<file path="src/rtl/link_tx_pkg.sv">
package link_tx_pkg;

  localparam logic [1:0] TYPE_FILL0 = 2'b00;
  localparam logic [1:0] TYPE_DATA  = 2'b01;
  localparam logic [1:0] TYPE_CTRL  = 2'b10;
  localparam logic [1:0] TYPE_FILL1 = 2'b11;

  // strobes from the control half to the datapath half
  typedef struct packed {
    logic pickCtrl;
    logic pickData;
    logic pickFill0;
    logic pickFill1;
    logic flagBit;
  } txSel_t;

endpackage

</file>
<file path="src/rtl/link_tx_ctrl.sv">
module link_tx_ctrl
  import link_tx_pkg::*;
(
  input  logic   clk,
  input  logic   rst,
  input  logic   ctrlAvail,
  input  logic   dataAvail,
  input  logic   enData,
  input  logic   fillSel,
  input  logic   flagIn,
  input  logic   flagMode,
  output txSel_t sel
);

  logic toggleQ;
  logic isIdle;

  always_comb begin
    isIdle = !enData || !(ctrlAvail || dataAvail);
    sel = '0;
    if (isIdle) begin
      sel.pickFill1 = fillSel;
      sel.pickFill0 = !fillSel;
    end else if (ctrlAvail) begin
      sel.pickCtrl = 1'b1;
    end else begin
      sel.pickData = 1'b1;
    end
    sel.flagBit = isIdle ? 1'b0 : (flagMode ? flagIn : toggleQ);
  end

  always_ff @(posedge clk) begin
    if (rst) begin
      toggleQ <= 1'b0;
    end else if (!isIdle && !flagMode) begin
      toggleQ <= ~toggleQ;
    end
  end

  AST_TOGGLE_FROZEN_ON_FILL: assert property (@(posedge clk) disable iff (rst)
    isIdle |=> $stable(toggleQ));

endmodule

</file>
<file path="src/rtl/link_tx_datapath.sv">
module link_tx_datapath
  import link_tx_pkg::*;
#(
  parameter int DATA_W = 16,
  parameter int DISP_W = 8
) (
  input  logic              clk,
  input  logic              rst,
  input  txSel_t            sel,
  input  logic [DATA_W-1:0] dataIn,
  output logic [DATA_W+3:0] frameOut,
  output logic              frameValid
);

  localparam int BODY_W = DATA_W + 1;
  localparam int CNT_W  = $clog2(BODY_W + 1);
  localparam int SUM_W  = DISP_W + CNT_W + 2;
  localparam logic [DATA_W-1:0] FILL0_PAT  = {(DATA_W/2){2'b01}};
  localparam logic [DATA_W-1:0] FILL1A_PAT = {{(DATA_W/2){1'b1}}, {(DATA_W/2){1'b0}}};
  localparam logic signed [SUM_W-1:0] DISP_MAX = SUM_W'(2**(DISP_W-1) - 1);
  localparam logic signed [SUM_W-1:0] DISP_MIN = -DISP_MAX - SUM_W'(1);

  function automatic logic [CNT_W-1:0] countOnes(input logic [BODY_W-1:0] v);
    logic [CNT_W-1:0] n;
    n = '0;
    for (int i = 0; i < BODY_W; i++) n = n + CNT_W'(v[i]);
    return n;
  endfunction

  logic signed [DISP_W-1:0] disp;
  logic signed [SUM_W-1:0]  dispExt, rawDelta, outDelta, sumNext, rawOnesExt, outOnesExt;
  logic [CNT_W-1:0]         rawOnes, outOnes;
  logic                     dispNeg, wantInvert, invBit;
  logic [DATA_W-1:0]        payload;
  logic [1:0]               typeCode;

  always_comb begin
    dispExt    = SUM_W'(disp);
    dispNeg    = disp[DISP_W-1];
    rawOnes    = countOnes({dataIn, 1'b0});
    rawOnesExt = SUM_W'(rawOnes);
    rawDelta   = (rawOnesExt <<< 1) - SUM_W'(BODY_W);
    wantInvert = ((dispExt > 0) && (rawDelta > 0)) || ((dispExt < 0) && (rawDelta < 0));

    if (sel.pickFill0) begin
      payload = FILL0_PAT;
      invBit  = 1'b0;
    end else if (sel.pickFill1) begin
      payload = dispNeg ? ~FILL1A_PAT : FILL1A_PAT;
      invBit  = dispNeg;
    end else begin
      payload = wantInvert ? ~dataIn : dataIn;
      invBit  = wantInvert;
    end

    if (sel.pickCtrl)       typeCode = TYPE_CTRL;
    else if (sel.pickData)  typeCode = TYPE_DATA;
    else if (sel.pickFill1) typeCode = TYPE_FILL1;
    else                    typeCode = TYPE_FILL0;

    outOnes    = countOnes({payload, invBit});
    outOnesExt = SUM_W'(outOnes);
    outDelta   = (outOnesExt <<< 1) - SUM_W'(BODY_W);
    sumNext    = dispExt + outDelta;
    if (sumNext > DISP_MAX)      sumNext = DISP_MAX;
    else if (sumNext < DISP_MIN) sumNext = DISP_MIN;
  end

  always_ff @(posedge clk) begin
    if (rst) begin
      disp       <= '0;
      frameOut   <= '0;
      frameValid <= 1'b0;
    end else begin
      disp       <= DISP_W'(sumNext);
      frameOut   <= {typeCode, sel.flagBit, payload, invBit};
      frameValid <= 1'b1;
    end
  end

  AST_VALID_STEADY: assert property (@(posedge clk) disable iff (rst)
    1'b1 |=> frameValid);

  AST_FILL0_PATTERN: assert property (@(posedge clk) disable iff (rst)
    (frameValid && frameOut[DATA_W+3:DATA_W+2] == TYPE_FILL0)
      |-> (frameOut[DATA_W:0] == {FILL0_PAT, 1'b0} && !frameOut[DATA_W+1]));

  AST_FILL1_VARIANT: assert property (@(posedge clk) disable iff (rst)
    (frameValid && frameOut[DATA_W+3:DATA_W+2] == TYPE_FILL1)
      |-> ((frameOut[DATA_W:1] == FILL1A_PAT) == !$past(disp[DISP_W-1])));

endmodule

</file>
<file path="src/rtl/link_tx_framer.sv">
module link_tx_framer
  import link_tx_pkg::*;
#(
  parameter int DATA_W = 16,
  parameter int DISP_W = 8
) (
  input  logic              clk,
  input  logic              rst,
  input  logic [DATA_W-1:0] dataIn,
  input  logic              ctrlAvail,
  input  logic              dataAvail,
  input  logic              enData,
  input  logic              fillSel,
  input  logic              flagIn,
  input  logic              flagMode,
  output logic [DATA_W+3:0] frameOut,
  output logic              frameValid
);

  localparam int TYPE_HI = DATA_W + 3;
  localparam int FLAG_AT = DATA_W + 1;

  txSel_t sel;

  link_tx_ctrl u_ctrl (
    .clk      (clk),
    .rst      (rst),
    .ctrlAvail(ctrlAvail),
    .dataAvail(dataAvail),
    .enData   (enData),
    .fillSel  (fillSel),
    .flagIn   (flagIn),
    .flagMode (flagMode),
    .sel      (sel)
  );

  link_tx_datapath #(
    .DATA_W(DATA_W),
    .DISP_W(DISP_W)
  ) u_dp (
    .clk       (clk),
    .rst       (rst),
    .sel       (sel),
    .dataIn    (dataIn),
    .frameOut  (frameOut),
    .frameValid(frameValid)
  );

  logic busyWord;
  logic busyAuto;
  assign busyWord = enData && (ctrlAvail || dataAvail);
  assign busyAuto = busyWord && !flagMode;

  AST_IDLE_FILL: assert property (@(posedge clk) disable iff (rst)
    !busyWord |=> (frameOut[TYPE_HI] == frameOut[TYPE_HI-1]));

  AST_CTRL_FIRST: assert property (@(posedge clk) disable iff (rst)
    (enData && ctrlAvail) |=> (frameOut[TYPE_HI:TYPE_HI-1] == TYPE_CTRL));

  AST_FLAG_CARRIED: assert property (@(posedge clk) disable iff (rst)
    (busyWord && flagMode) |=> (frameOut[FLAG_AT] == $past(flagIn)));

  AST_FLAG_ALTERNATES: assert property (@(posedge clk) disable iff (rst)
    busyAuto ##1 busyAuto |=> (frameOut[FLAG_AT] != $past(frameOut[FLAG_AT])));

endmodule

</file>
<file path="config.mk">
export PLATFORM = sky130hd
export DESIGN_NAME = link_tx_framer
export DESIGN_NICKNAME = d
export VERILOG_FILES = /design/src/rtl/link_tx_pkg.sv /design/src/rtl/link_tx_ctrl.sv /design/src/rtl/link_tx_datapath.sv /design/src/rtl/link_tx_framer.sv
export SDC_FILE = /design/constraint.sdc
export NUM_CORES = 1
export LEC_CHECK = 0
export ABC_AREA = 0
export BUFFER_PORTS_ARGS = -buffer_cell sky130_fd_sc_hd__buf_2
export CAP_MARGIN = 10
export CORE_MARGIN = 2
export CORE_UTILIZATION = 55
export CTS_BUF_LIST = sky130_fd_sc_hd__clkbuf_4 sky130_fd_sc_hd__clkbuf_8
export CTS_CLUSTER_SIZE = 16
export DETAILED_ROUTE_END_ITERATION = 16
export PLACE_DENSITY = 0.77
export SKIP_CTS_REPAIR_TIMING = 1
export SYNTH_ARGS = -nofsm -noshare
export SYNTH_HDL_FRONTEND = slang
export SYNTH_SLANG_ARGS = --single-unit
export TNS_END_PERCENT = 5
</file>
<file path="constraint.sdc">
create_clock -name clk -period 14.3 [get_ports clk]
set_clock_uncertainty 0.05 [all_clocks]
set_input_delay 1.43 -clock clk [delete_from_list [all_inputs] [get_ports clk]]
set_output_delay 1.43 -clock clk [all_outputs]
set_load 0.02 [all_outputs]
</file>
==> impl_metrics.ini <==
[status]
status = completed

[synth]
synthDominantCellAreaShare = 0.193
synth_cell_types = 61
synth_fp_nets = 436
yosys-top-cells-area = dfxtp_1 19%, fa_1 14%, ha_1 7.6%, inv_1 4.8%, a21oi_1 4.7%
synth-seq-area-share = 0.193
synth_most_common_cell = inv_1
syn-mean-instance-area_um2 = 8.39
synth-edff-count = 0
async_flop_share = 0
synth_cells = 371
synth_area_leader_cell = dfxtp_1
ys_ff_latch = 30
yosysWarnings = 0
synth.cells.most_frequent = 40 x inv_1, 30 x dfxtp_1, 29 x a21oi_1, 22 x fa_1, 19 x ha_1
synth_area_um2 = 3110
synthFlopType = dfxtp_1

[floorplan]
rows = 27
core-area_um2 = 5470
io_pins = 45
start_util = 0.569
die_area_um2 = 6280
die_y_um = 79.2
die_w_um = 79.2

[final_layout]
nets = 464
synthToLayoutAreaGrowth_pct = 9.73
antenna_cells = 0
finalNonFillerCells = 471
drive_gt1_frac = 0.160
fillers = 504

[timing]
setup_viol_count_final = 0
fmax_ghz = 0.0831
maxSlewHeadroom = 0.311
worstMarginPinSlew_ns = 1.03
slew_violations = 0
finalSetupTns_ns = 0
rsz0062_at_grt = no
finalCritPeriodShare = 0.841
final.min_clock_period_ns = 12.03
finalHoldViolCount = 0

[cts]
h-tree-depth = 2
tritoncts = yes
clk_pin_slew_ns = 0.06
cts_sinks = 30
worstSkewPairLatency_ns = 0.27
cts_buffers = 5
root_buffer = clkbuf_8
cts_buffer_depth = 2

[routing]
ant_nets = 0
dr.pass1.iters = 5
vias = 3115
viasPerCell = 6.61
drc = 0
wl_um = 8100
drt_iter0_drc = 421
wl_per_cell_um = 17.2

[critical_path]
crit_buf_inv = 6
cp_slowest_cell = nand4_1
arrival_ns = 12.11
critical-path-top-delay-family = adder cells
crit_type = in2reg
max_stage_delay_ns = 0.69
startpoint_type = input pin
cp_max_fo = 20
path_common_cell = fa_1
cp-end-kind = flip-flop
worst_ep_required_time_ns = 14.38

[global_route]
antenna_found_initial = 0
grt.total_usage = 0.268
grt-ovfl-total = 0
grt_pass1_vias = 2833
grt_start_max_net_pins = 33
grt_pass1_wl_um = 13600

[placed_design]
dp_hpwl_um = 6180
dp_cells = 464
buffer_ports.inserted = 44
place.gp.congestion = 0.964

[min_path]
min_path_type = reg2reg

[flow_run]
maxCapViolCount = 0
## final cells by class
| type | instances | area [um2] | share of cell area |
|---|---|---|---|
| Clock buffer | 5 | 68.8 | 0.0201 |
| Tap cell | 72 | 90.1 | 0.0264 |
| Sequential cell | 30 | 601 | 0.176 |
| Clock inverter | 2 | 10.0 | 0.00293 |
| Multi-Input combinational cell | 274 | 2250 | 0.659 |
| Timing Repair Buffer | 47 | 243 | 0.0711 |
| Inverter | 41 | 154 | 0.0451 |
## sequential cells by signal, summed over array words and instances (netlist names)
| name | flops |
|---|---|
| u_dp.frameOut | 20 |
| u_dp.disp | 8 |
| u_ctrl.toggleQ | 1 |
| u_dp.frameValid | 1 |
## final timing paths
path | startpoint | endpoint | slack (ns) | cells past startpoint
min reg2reg | u_ctrl.toggleQ$_SDFFE_PP0P_ | u_ctrl.toggleQ$_SDFFE_PP0P_ | 0.44 | 2
max reg2reg | u_dp.disp[7]$_SDFF_PP0_ | u_dp.disp[1]$_SDFF_PP0_ | 5.88 | 23
min | u_ctrl.toggleQ$_SDFFE_PP0P_ | u_ctrl.toggleQ$_SDFFE_PP0P_ | 0.44 | 2
max | dataIn[0] | u_dp.disp[1]$_SDFF_PP0_ | 2.27 | 35
## tightest hold or removal path: stages, from the launching register on
cell,delay (ns)
dfxtp_1,0.31
o21ai_0,0.07
a21oi_1,0.06
## kinds of logic (layout without fill, tap and decap cells)
logic type / after synthesis / after routing / synth area share
AO/OA/AOI/OAI: 136 / 136 / 0.321
XOR/XNOR: 6 / 6 / 0.0169
adder cells (fa/ha/maj): 41 / 41 / 0.218
buffers and inverters: 67 / 95 / 0.0856
flip-flops: 30 / 30 / 0.193
multiplexers: 2 / 2 / 0.00643
AND/OR/NAND/NOR: 89 / 89 / 0.159
## metrics by stage
stage	hold WS (ns)	area [um2]	setup WS, ns	util
finish	0.438	3420	2.27	0.624
floorplan	0.407	3110	3.24	-
global route	0.497	3420	1.55	0.624
CTS	0.446	3420	2.31	0.624
global placement	0.431	3340	2.29	0.610
detailed placement	0.439	3340	2.04	0.610
## layer usage
metal,up-vias,routed length (um),global-route usage
li1,1468,-,-
met4,0,153,0.0655
met5,-,0,0
met1,1461,3550,0.378
met2,165,3730,0.436
met3,21,671,0.0364
## cells in the final DEF (no fill, tap or decap), types with 2 or more instances in the layout
cell type,Yosys,layout
a2111oi_0,7,7
a211oi_1,6,6
a21o_1,3,3
a21oi_1,29,29
a311oi_1,10,10
a31oi_1,6,6
a32oi_1,3,3
and2_1,2,2
buf_2,6,44
buf_4,2,3
clkbuf_8,0,5
clkinv_2,0,2
dfxtp_1,30,30
fa_1,22,22
ha_1,19,19
inv_1,40,40
mux2i_1,2,2
nand2_1,16,16
nand2b_1,4,4
nand3_1,13,13
nor2_1,11,11
nor2b_1,2,2
nor3_1,12,12
nor4_1,17,17
nor4b_1,3,3
nor4bb_1,2,2
o21a_1,2,2
o21ai_0,13,12
o21ai_1,6,6
o22ai_1,2,2
o2bb2ai_1,3,3
o31ai_1,16,16
o32ai_1,3,3
o41ai_1,9,9
or3_1,2,2
xnor2_1,3,3
xor2_1,3,3
Power is left out: the tool's default activity adds up to more than one toggle a clock period on the data nets, which glitch-free logic cannot reach.
